<file path="src/rtl/pxio_pkg.sv">
`timescale 1ns/100ps
package pxio_pkg;
  localparam int BYTE_W = 8;
  localparam int ADDR_W = 7;
  localparam int PTR_W  = 2;
  localparam int CNT_W  = $clog2(BYTE_W + 1);

  typedef enum logic [3:0] {
    ST_IDLE,
    ST_ADDR,
    ST_ADDR_ACK,
    ST_CMD,
    ST_CMD_ACK,
    ST_WDATA,
    ST_WR_ACK,
    ST_RDATA,
    ST_RACK
  } xfer_state_t;
endpackage

</file>
<file path="src/rtl/pxio_line_filter.sv">
`timescale 1ns/100ps
// Two-flop synchronizer plus a run-length glitch filter for one bus line.
// The output follows the input only after FILT_CNT consecutive differing samples.
module pxio_line_filter #(
  parameter int FILT_CNT = 10
) (
  input  logic clk_i,
  input  logic rst_ni,
  input  logic line_i,
  output logic line_o
);
  localparam int CW = (FILT_CNT < 2) ? 1 : $clog2(FILT_CNT);
  localparam logic [CW-1:0] LIM = CW'(FILT_CNT - 1);

  logic [1:0]    sync_q;
  logic          filt_q, filt_d;
  logic [CW-1:0] cnt_q, cnt_d;

  always_comb begin
    filt_d = filt_q;
    cnt_d  = '0;
    if (sync_q[1] != filt_q) begin
      if (cnt_q == LIM) filt_d = sync_q[1];
      else              cnt_d  = cnt_q + CW'(1);
    end
  end

  always_ff @(posedge clk_i or negedge rst_ni) begin
    if (!rst_ni) begin
      sync_q <= 2'b11;
      filt_q <= 1'b1;
      cnt_q  <= '0;
    end else begin
      sync_q <= {sync_q[0], line_i};
      filt_q <= filt_d;
      cnt_q  <= cnt_d;
    end
  end

  assign line_o = filt_q;

  // filtered level only ever takes a value already present at the synchronizer
  a_r10_filter_follows_sync: assert property (@(posedge clk_i) disable iff (!rst_ni)
    (filt_q != $past(filt_q)) |-> (filt_q == $past(sync_q[1])));
endmodule

</file>
<file path="src/rtl/pxio_bus_events.sv">
`timescale 1ns/100ps
// Edge and bus-condition detection on the filtered lines.
module pxio_bus_events (
  input  logic clk_i,
  input  logic rst_ni,
  input  logic scl_i,
  input  logic sda_i,
  output logic scl_rise_o,
  output logic scl_fall_o,
  output logic start_o,
  output logic stop_o
);
  logic scl_q, sda_q;

  always_ff @(posedge clk_i or negedge rst_ni) begin
    if (!rst_ni) begin
      scl_q <= 1'b1;
      sda_q <= 1'b1;
    end else begin
      scl_q <= scl_i;
      sda_q <= sda_i;
    end
  end

  assign scl_rise_o = scl_i & ~scl_q;
  assign scl_fall_o = ~scl_i & scl_q;
  assign start_o    = scl_i & scl_q & sda_q & ~sda_i;
  assign stop_o     = scl_i & scl_q & ~sda_q & sda_i;
endmodule

</file>
<file path="src/rtl/pxio_xfer_fsm.sv">
`timescale 1ns/100ps
// Byte engine: address match, command pointer, write strobes, read shifting.
module pxio_xfer_fsm
  import pxio_pkg::*;
#(
  parameter int                STRAP_W   = 3,
  parameter logic [ADDR_W-1:0] ADDR_BASE = 7'h20
) (
  input  logic               clk_i,
  input  logic               rst_ni,
  input  logic               scl_rise_i,
  input  logic               scl_fall_i,
  input  logic               start_i,
  input  logic               stop_i,
  input  logic               sda_i,
  input  logic [STRAP_W-1:0] strap_i,
  input  logic [BYTE_W-1:0]  rd_data_i,
  output logic               sda_pull_o,
  output logic [PTR_W-1:0]   reg_sel_o,
  output logic [BYTE_W-1:0]  wr_data_o,
  output logic               wr_stb_o,
  output logic               rd_ack_o
);
  localparam logic [CNT_W-1:0] CNT_FULL = CNT_W'(BYTE_W);
  localparam logic [CNT_W-1:0] CNT_ONE  = CNT_W'(1);

  xfer_state_t        state_q, state_d;
  logic [CNT_W-1:0]   cnt_q, cnt_d;
  logic [BYTE_W-1:0]  sh_q, sh_d;
  logic [BYTE_W-1:0]  wdat_q, wdat_d;
  logic [STRAP_W-1:0] strap_q, strap_d;
  logic [PTR_W-1:0]   ptr_q, ptr_d;
  logic               rw_q, rw_d;
  logic               mack_q, mack_d;
  logic               pull_q, pull_d;
  logic               stb_q, stb_d;
  logic               rdack_q, rdack_d;
  logic [ADDR_W-1:0]  own_addr;

  assign own_addr = {ADDR_BASE[ADDR_W-1:STRAP_W], strap_q};

  always_comb begin
    state_d = state_q;
    cnt_d   = cnt_q;
    sh_d    = sh_q;
    wdat_d  = wdat_q;
    strap_d = strap_q;
    ptr_d   = ptr_q;
    rw_d    = rw_q;
    mack_d  = mack_q;
    pull_d  = pull_q;
    stb_d   = 1'b0;
    rdack_d = 1'b0;
    if (start_i) begin
      state_d = ST_ADDR;
      cnt_d   = '0;
      pull_d  = 1'b0;
      strap_d = strap_i;
    end else if (stop_i) begin
      state_d = ST_IDLE;
      cnt_d   = '0;
      pull_d  = 1'b0;
    end else begin
      unique case (state_q)
        ST_ADDR, ST_CMD, ST_WDATA: begin
          if (scl_rise_i) begin
            sh_d  = {sh_q[BYTE_W-2:0], sda_i};
            cnt_d = cnt_q + CNT_ONE;
          end else if (scl_fall_i && cnt_q == CNT_FULL) begin
            cnt_d  = '0;
            pull_d = 1'b1;
            if (state_q == ST_ADDR) begin
              if (sh_q[BYTE_W-1:1] == own_addr) begin
                rw_d    = sh_q[0];
                state_d = ST_ADDR_ACK;
              end else begin
                pull_d  = 1'b0;
                state_d = ST_IDLE;
              end
            end else if (state_q == ST_CMD) begin
              ptr_d   = sh_q[PTR_W-1:0];
              state_d = ST_CMD_ACK;
            end else begin
              wdat_d  = sh_q;
              stb_d   = 1'b1;
              state_d = ST_WR_ACK;
            end
          end
        end
        ST_ADDR_ACK, ST_CMD_ACK, ST_WR_ACK: begin
          if (scl_rise_i) begin
            cnt_d = CNT_ONE;
          end else if (scl_fall_i && cnt_q != '0) begin
            cnt_d  = '0;
            pull_d = 1'b0;
            if (state_q == ST_ADDR_ACK && rw_q) begin
              sh_d    = rd_data_i;
              pull_d  = ~rd_data_i[BYTE_W-1];
              state_d = ST_RDATA;
            end else if (state_q == ST_ADDR_ACK) begin
              state_d = ST_CMD;
            end else begin
              state_d = ST_WDATA;
            end
          end
        end
        ST_RDATA: begin
          if (scl_rise_i) begin
            cnt_d = cnt_q + CNT_ONE;
          end else if (scl_fall_i) begin
            if (cnt_q == CNT_FULL) begin
              cnt_d   = '0;
              pull_d  = 1'b0;
              state_d = ST_RACK;
            end else begin
              sh_d   = {sh_q[BYTE_W-2:0], 1'b0};
              pull_d = ~sh_q[BYTE_W-2];
            end
          end
        end
        ST_RACK: begin
          if (scl_rise_i) begin
            cnt_d   = CNT_ONE;
            mack_d  = ~sda_i;
            rdack_d = 1'b1;
          end else if (scl_fall_i && cnt_q != '0) begin
            cnt_d = '0;
            if (mack_q) begin
              sh_d    = rd_data_i;
              pull_d  = ~rd_data_i[BYTE_W-1];
              state_d = ST_RDATA;
            end else begin
              state_d = ST_IDLE;
            end
          end
        end
        default: begin
        end
      endcase
    end
  end

  always_ff @(posedge clk_i or negedge rst_ni) begin
    if (!rst_ni) begin
      state_q <= ST_IDLE;
      cnt_q   <= '0;
      sh_q    <= '0;
      wdat_q  <= '0;
      strap_q <= '0;
      ptr_q   <= '0;
      rw_q    <= 1'b0;
      mack_q  <= 1'b0;
      pull_q  <= 1'b0;
      stb_q   <= 1'b0;
      rdack_q <= 1'b0;
    end else begin
      state_q <= state_d;
      cnt_q   <= cnt_d;
      sh_q    <= sh_d;
      wdat_q  <= wdat_d;
      strap_q <= strap_d;
      ptr_q   <= ptr_d;
      rw_q    <= rw_d;
      mack_q  <= mack_d;
      pull_q  <= pull_d;
      stb_q   <= stb_d;
      rdack_q <= rdack_d;
    end
  end

  assign sda_pull_o = pull_q;
  assign reg_sel_o  = ptr_q;
  assign wr_data_o  = wdat_q;
  assign wr_stb_o   = stb_q;
  assign rd_ack_o   = rdack_q;

  // SDA drive moves only after an SCL fall or a bus condition
  a_r2_pull_after_fall: assert property (@(posedge clk_i) disable iff (!rst_ni)
    (pull_q != $past(pull_q)) |-> ($past(scl_fall_i) || $past(start_i) || $past(stop_i)));
  // a start always leaves SDA released
  a_r2_start_releases: assert property (@(posedge clk_i) disable iff (!rst_ni)
    start_i |=> !pull_q);
  // pointer changes only when a command byte completes
  a_r4_ptr_from_cmd: assert property (@(posedge clk_i) disable iff (!rst_ni)
    (ptr_q != $past(ptr_q)) |-> $past(state_q == ST_CMD));
  // write strobes follow an SCL falling edge
  a_r5_stb_on_fall: assert property (@(posedge clk_i) disable iff (!rst_ni)
    wr_stb_o |-> $past(scl_fall_i));
  // read-acknowledge pulses follow an SCL rising edge
  a_r8_rdack_on_rise: assert property (@(posedge clk_i) disable iff (!rst_ni)
    rd_ack_o |-> $past(scl_rise_i));
endmodule

</file>
<file path="src/rtl/pxio_i2c_target.sv">
`timescale 1ns/100ps
module pxio_i2c_target
  import pxio_pkg::*;
#(
  parameter int                FILT_CNT  = 10,
  parameter int                STRAP_W   = 3,
  parameter logic [ADDR_W-1:0] ADDR_BASE = 7'h20
) (
  input  logic               clk_i,
  input  logic               rst_ni,
  input  logic               scl_i,
  input  logic               sda_i,
  input  logic [STRAP_W-1:0] strap_i,
  output logic               sda_pull_o,
  output logic [PTR_W-1:0]   reg_sel_o,
  output logic [BYTE_W-1:0]  wr_data_o,
  output logic               wr_stb_o,
  input  logic [BYTE_W-1:0]  rd_data_i,
  output logic               rd_ack_o
);
  localparam int NLINES = 2;
  localparam int SCL_IX = 0;
  localparam int SDA_IX = 1;

  logic [1:0]        rst_pipe_q;
  logic              rst_n;
  logic [NLINES-1:0] raw_lines, filt_lines;
  logic              scl_rise, scl_fall, bus_start, bus_stop;

  always_ff @(posedge clk_i or negedge rst_ni) begin
    if (!rst_ni) rst_pipe_q <= 2'b00;
    else         rst_pipe_q <= {rst_pipe_q[0], 1'b1};
  end
  assign rst_n = rst_pipe_q[1];

  assign raw_lines[SCL_IX] = scl_i;
  assign raw_lines[SDA_IX] = sda_i;

  for (genvar g = 0; g < NLINES; g++) begin : g_line
    pxio_line_filter #(.FILT_CNT(FILT_CNT)) u_filt (
      .clk_i  (clk_i),
      .rst_ni (rst_n),
      .line_i (raw_lines[g]),
      .line_o (filt_lines[g])
    );
  end

  pxio_bus_events u_events (
    .clk_i      (clk_i),
    .rst_ni     (rst_n),
    .scl_i      (filt_lines[SCL_IX]),
    .sda_i      (filt_lines[SDA_IX]),
    .scl_rise_o (scl_rise),
    .scl_fall_o (scl_fall),
    .start_o    (bus_start),
    .stop_o     (bus_stop)
  );

  pxio_xfer_fsm #(.STRAP_W(STRAP_W), .ADDR_BASE(ADDR_BASE)) u_fsm (
    .clk_i      (clk_i),
    .rst_ni     (rst_n),
    .scl_rise_i (scl_rise),
    .scl_fall_i (scl_fall),
    .start_i    (bus_start),
    .stop_i     (bus_stop),
    .sda_i      (filt_lines[SDA_IX]),
    .strap_i    (strap_i),
    .rd_data_i  (rd_data_i),
    .sda_pull_o (sda_pull_o),
    .reg_sel_o  (reg_sel_o),
    .wr_data_o  (wr_data_o),
    .wr_stb_o   (wr_stb_o),
    .rd_ack_o   (rd_ack_o)
  );
endmodule

</file>
<file path="config.mk">
export PLATFORM = sky130hd
export DESIGN_NAME = pxio_i2c_target
export DESIGN_NICKNAME = d
export VERILOG_FILES = /design/src/rtl/pxio_pkg.sv /design/src/rtl/pxio_line_filter.sv /design/src/rtl/pxio_bus_events.sv /design/src/rtl/pxio_xfer_fsm.sv /design/src/rtl/pxio_i2c_target.sv
export SDC_FILE = /design/constraint.sdc
export NUM_CORES = 1
export LEC_CHECK = 0
export ABC_AREA = 1
export CORE_UTILIZATION = 68
export CTS_BUF_LIST = sky130_fd_sc_hd__clkbuf_8 sky130_fd_sc_hd__clkbuf_16
export DETAILED_ROUTE_END_ITERATION = 16
export DONT_BUFFER_PORTS = 1
export GPL_ROUTABILITY_DRIVEN = 0
export PLACE_DENSITY = 0.89
export SLEW_MARGIN = 10
export SYNTH_ARGS = -nofsm -noshare
export SYNTH_HDL_FRONTEND = slang
export SYNTH_SLANG_ARGS = --single-unit
</file>
<file path="constraint.sdc">
create_clock -name clk_i -period 3.01 [get_ports clk_i]
set_input_delay 0.903 -clock clk_i [delete_from_list [all_inputs] [get_ports clk_i]]
set_output_delay 0.903 -clock clk_i [all_outputs]
set_load 0.02 [all_outputs]
</file>
==> results.md <==
- Setup Skew: 0.00526 ns
- Reg2Reg Setup Slack: 0.92 ns
- Post-CTS Resized: 0
- Diodes inserted: 0
- H-tree levels: 2
- Synthesis Warnings: 0
- Layout area overhead: 4.30%
- Setup TNS: 0 ns
- Achievable Freq: 0.477 GHz
- Detailed-route DRC error count: 0
- Die width: 66.7 um
- Vias/cell: 5.67
- DP Area: 0.00288 mm^2
- Avg WL per Cell: 13.0 um
- Number of synthesized flops with an enable pin: 0
- Library cells used by synthesis: 29
- Fin. max-slew vios: 0
- Io pins: 28
- Initial antenna violation count: 0
- Share of cells above drive strength 1: 0.113
- Vias: 2,397
- Cts bufs inserted: 5
- Setup Fix Bufs, Post-CTS: 0
- Hold Vio Cnt, Final: 0
- Largest area contributor in the netlist: dfrtp_1
- Minimum clock period: 2.09 ns
- Synthesized cell area: 0.00285 mm^2
- Post-Syn Instances: 369
- Setup violators final: 0
- RSZ-0062 raised after global routing: false
- Port Buffers: 0
- Clock-pin slew on the worst setup and hold paths: 0.09 ns
- Worst path required time: 3.21 ns
- Status: finished clean
- Design area: 0.00297 mm^2
- Synth top area share: 0.386
- Synthesized flop and latch total: 52
- Die H: 66.7 um
- CP Launch Type: flop
- Sequential share of the synthesized area: 0.460
- Vias in the first global route: 2,014
- CTS tree: built
- Syn_area_per_cell: 7.72 um^2
- First-pass GRT wire length: 8650 um
- Worst path arrival time: 2.29 ns
- Sink Count: 52
- Initial DRC Count: 208
- Pin count of the biggest net entering global routing: 51
- Setup slack after layout: 0.916 ns
- Slew @ Worst Pin: 1.06 ns
- Final wirelength: 5520 um
- Max-cap viol count: 0
- Critical path capture point type: flop
- Site Rows: 23
- Worst-path fanout max: 11
- Clock latency on the worst-skew pair: 0.30 ns
- Final #Nets: 396
- Syn Nets: 393
- Clock root cell: clkbuf_8
- Drt pass-1 iters: 5
- Largest cells by area after synthesis: dfrtp_1 (39%), nand2_1 (16%), dfstp_2 (7.4%), nor2_1 (5.9%), nand3_1 (5.8%)
- Initial Util: 0.712
- Slew headroom: 0.294
- Asr flop ratio synth: 1.00
- Setup CP Type: reg -> reg
- Gr ovfl total: 0
- Post-CTS Hold Buffers: 0
- Worst VDD drop: 0.420 mV
- Dpl ws: 0.932 ns
- Area of the core: 0.00400 mm^2
- GRT Overall Usage: 0.262
- Part of the cycle the worst path needs: 0.696
- Hpwl dp: 3950 um
- Die Footprint: 0.00445 mm^2
- R2r worst-path depth: 10
- Final core occ: 0.743
- Clock buffer depth: 2
- Final ANT Viol Nets: 0
- Hold Path Class: in -> async
- Top FF cell, synth: dfrtp_1
- PD cells: 875 mW/mm^2
- Leak Pwr: 1.53 nW
synth_stat cells, types with 4 or more instances:
master	count
a21oi_1	9
dfstp_2	8
nand3_1	33
nand4_1	6
ha_1	9
inv_1	36
o21ai_2	8
nor2_1	45
nand2_1	123
inv_2	4
dfrtp_1	44
o21ai_0	17
path summary, 6_finish.rpt:
path | startpoint | to
worst max-delay path | g_line[0].u_filt.line_o$_DFFE_PN1P_ | u_fsm.cnt_q[0]$_DFFE_PN0P_
worst min-delay path | rst_ni | rst_pipe_q[1]$_DFF_PN0_
worst max register to register | g_line[0].u_filt.line_o$_DFFE_PN1P_ | u_fsm.cnt_q[0]$_DFFE_PN0P_
worst min register to register | rst_pipe_q[0]$_DFF_PN0_ | rst_pipe_q[1]$_DFF_PN0_
max in group asynchronous | rst_pipe_q[1]$_DFF_PN0_ | u_fsm.state_q[3]$_DFFE_PN0P_
min in group clk_i | rst_pipe_q[0]$_DFF_PN0_ | rst_pipe_q[1]$_DFF_PN0_
sequential cells by signal, summed over array words and instances (netlist names):
register              flops
g_line.u_filt.cnt_q       8
g_line.u_filt.line_o      2
g_line.u_filt.sync_q      4
rst_pipe_q                2
u_events.scl_q            1
u_events.sda_q            1
u_fsm.cnt_q               4
u_fsm.mack_q              1
u_fsm.rd_ack_o            1
u_fsm.reg_sel_o           2
u_fsm.rw_q                1
u_fsm.sda_pull_o          1
u_fsm.sh_q                8
u_fsm.state_q             4
u_fsm.strap_q             3
u_fsm.wr_data_o           8
u_fsm.wr_stb_o            1
worst max-delay path, cell delays in order (launching register included):
cell,delay (ns)
dfstp_2,0.58
ha_1,0.26
nand2_1,0.08
nand2_1,0.05
nand2_1,0.24
nand2_1,0.14
nor2_1,0.06
a21oi_2,0.23
nand3_1,0.20
nand2_1,0.09
nand2_1,0.05
cell usage in the layout, fill, tap and decap left out, types with 6 or more instances in the layout:
master   synthesis  routed
nor2_1          45      45
inv_1           36      36
nand2_1        123     123
ha_1             9       9
dfstp_2          8       8
nand3_1         33      33
o21ai_2          8       8
dfrtp_1         44      43
nand4_1          6       6
a21oi_1          9       9
o21ai_0         17      17
logic make-up after synthesis:
logic type	share of synthesized area
buffers and inverters	0.0641
AOI/OAI and AO/OA	0.0813
adders and majority gates	0.0395
DFF	0.460
other	0.00132
xor gates and xnor gates	0.0154
and+or+nand+nor	0.338
stage by stage:
step           total power [W]  cells  hold slack (ns)
6_report               0.00260    423            0.282
5_1_grt                0.00279    423            0.265
4_1_cts                0.00258    423            0.276
3_5_place_dp           0.00217    415            0.339
3_3_place_gp           0.00214    415            0.335
2_1_floorplan          0.00193    369            0.331
power by group:
group,internal (W),switching [W],total (W)
clock network,0.000167,0.000233,0.000400
logic,0.000390,0.000875,0.00126
registers,0.000809,0.000127,0.000936
total,0.00137,0.00123,0.00260
layer usage:
| metal | vias up | part of all wire | GRT usage | wire length, um |
|---|---|---|---|---|
| li1 | 1172 | - | - | - |
| met1 | 1076 | 0.42 | 0.332 | 2310 |
| met2 | 124 | 0.47 | 0.413 | 2590 |
| met3 | 25 | 0.082 | 0.0565 | 450 |
| met4 | 0 | 0.032 | 0.144 | 174 |
| met5 | - | 0 | 0 | 0 |
final cells by class:
cell class	instances	area, um^2
clock buffer	5	68.8
clock inverter	3	22.5
fill	295	1030
inverter	40	150
multi-input combinational	273	1360
sequential	52	1310
tap	50	62.6
Note: power is estimated with default switching activity, not from simulation.
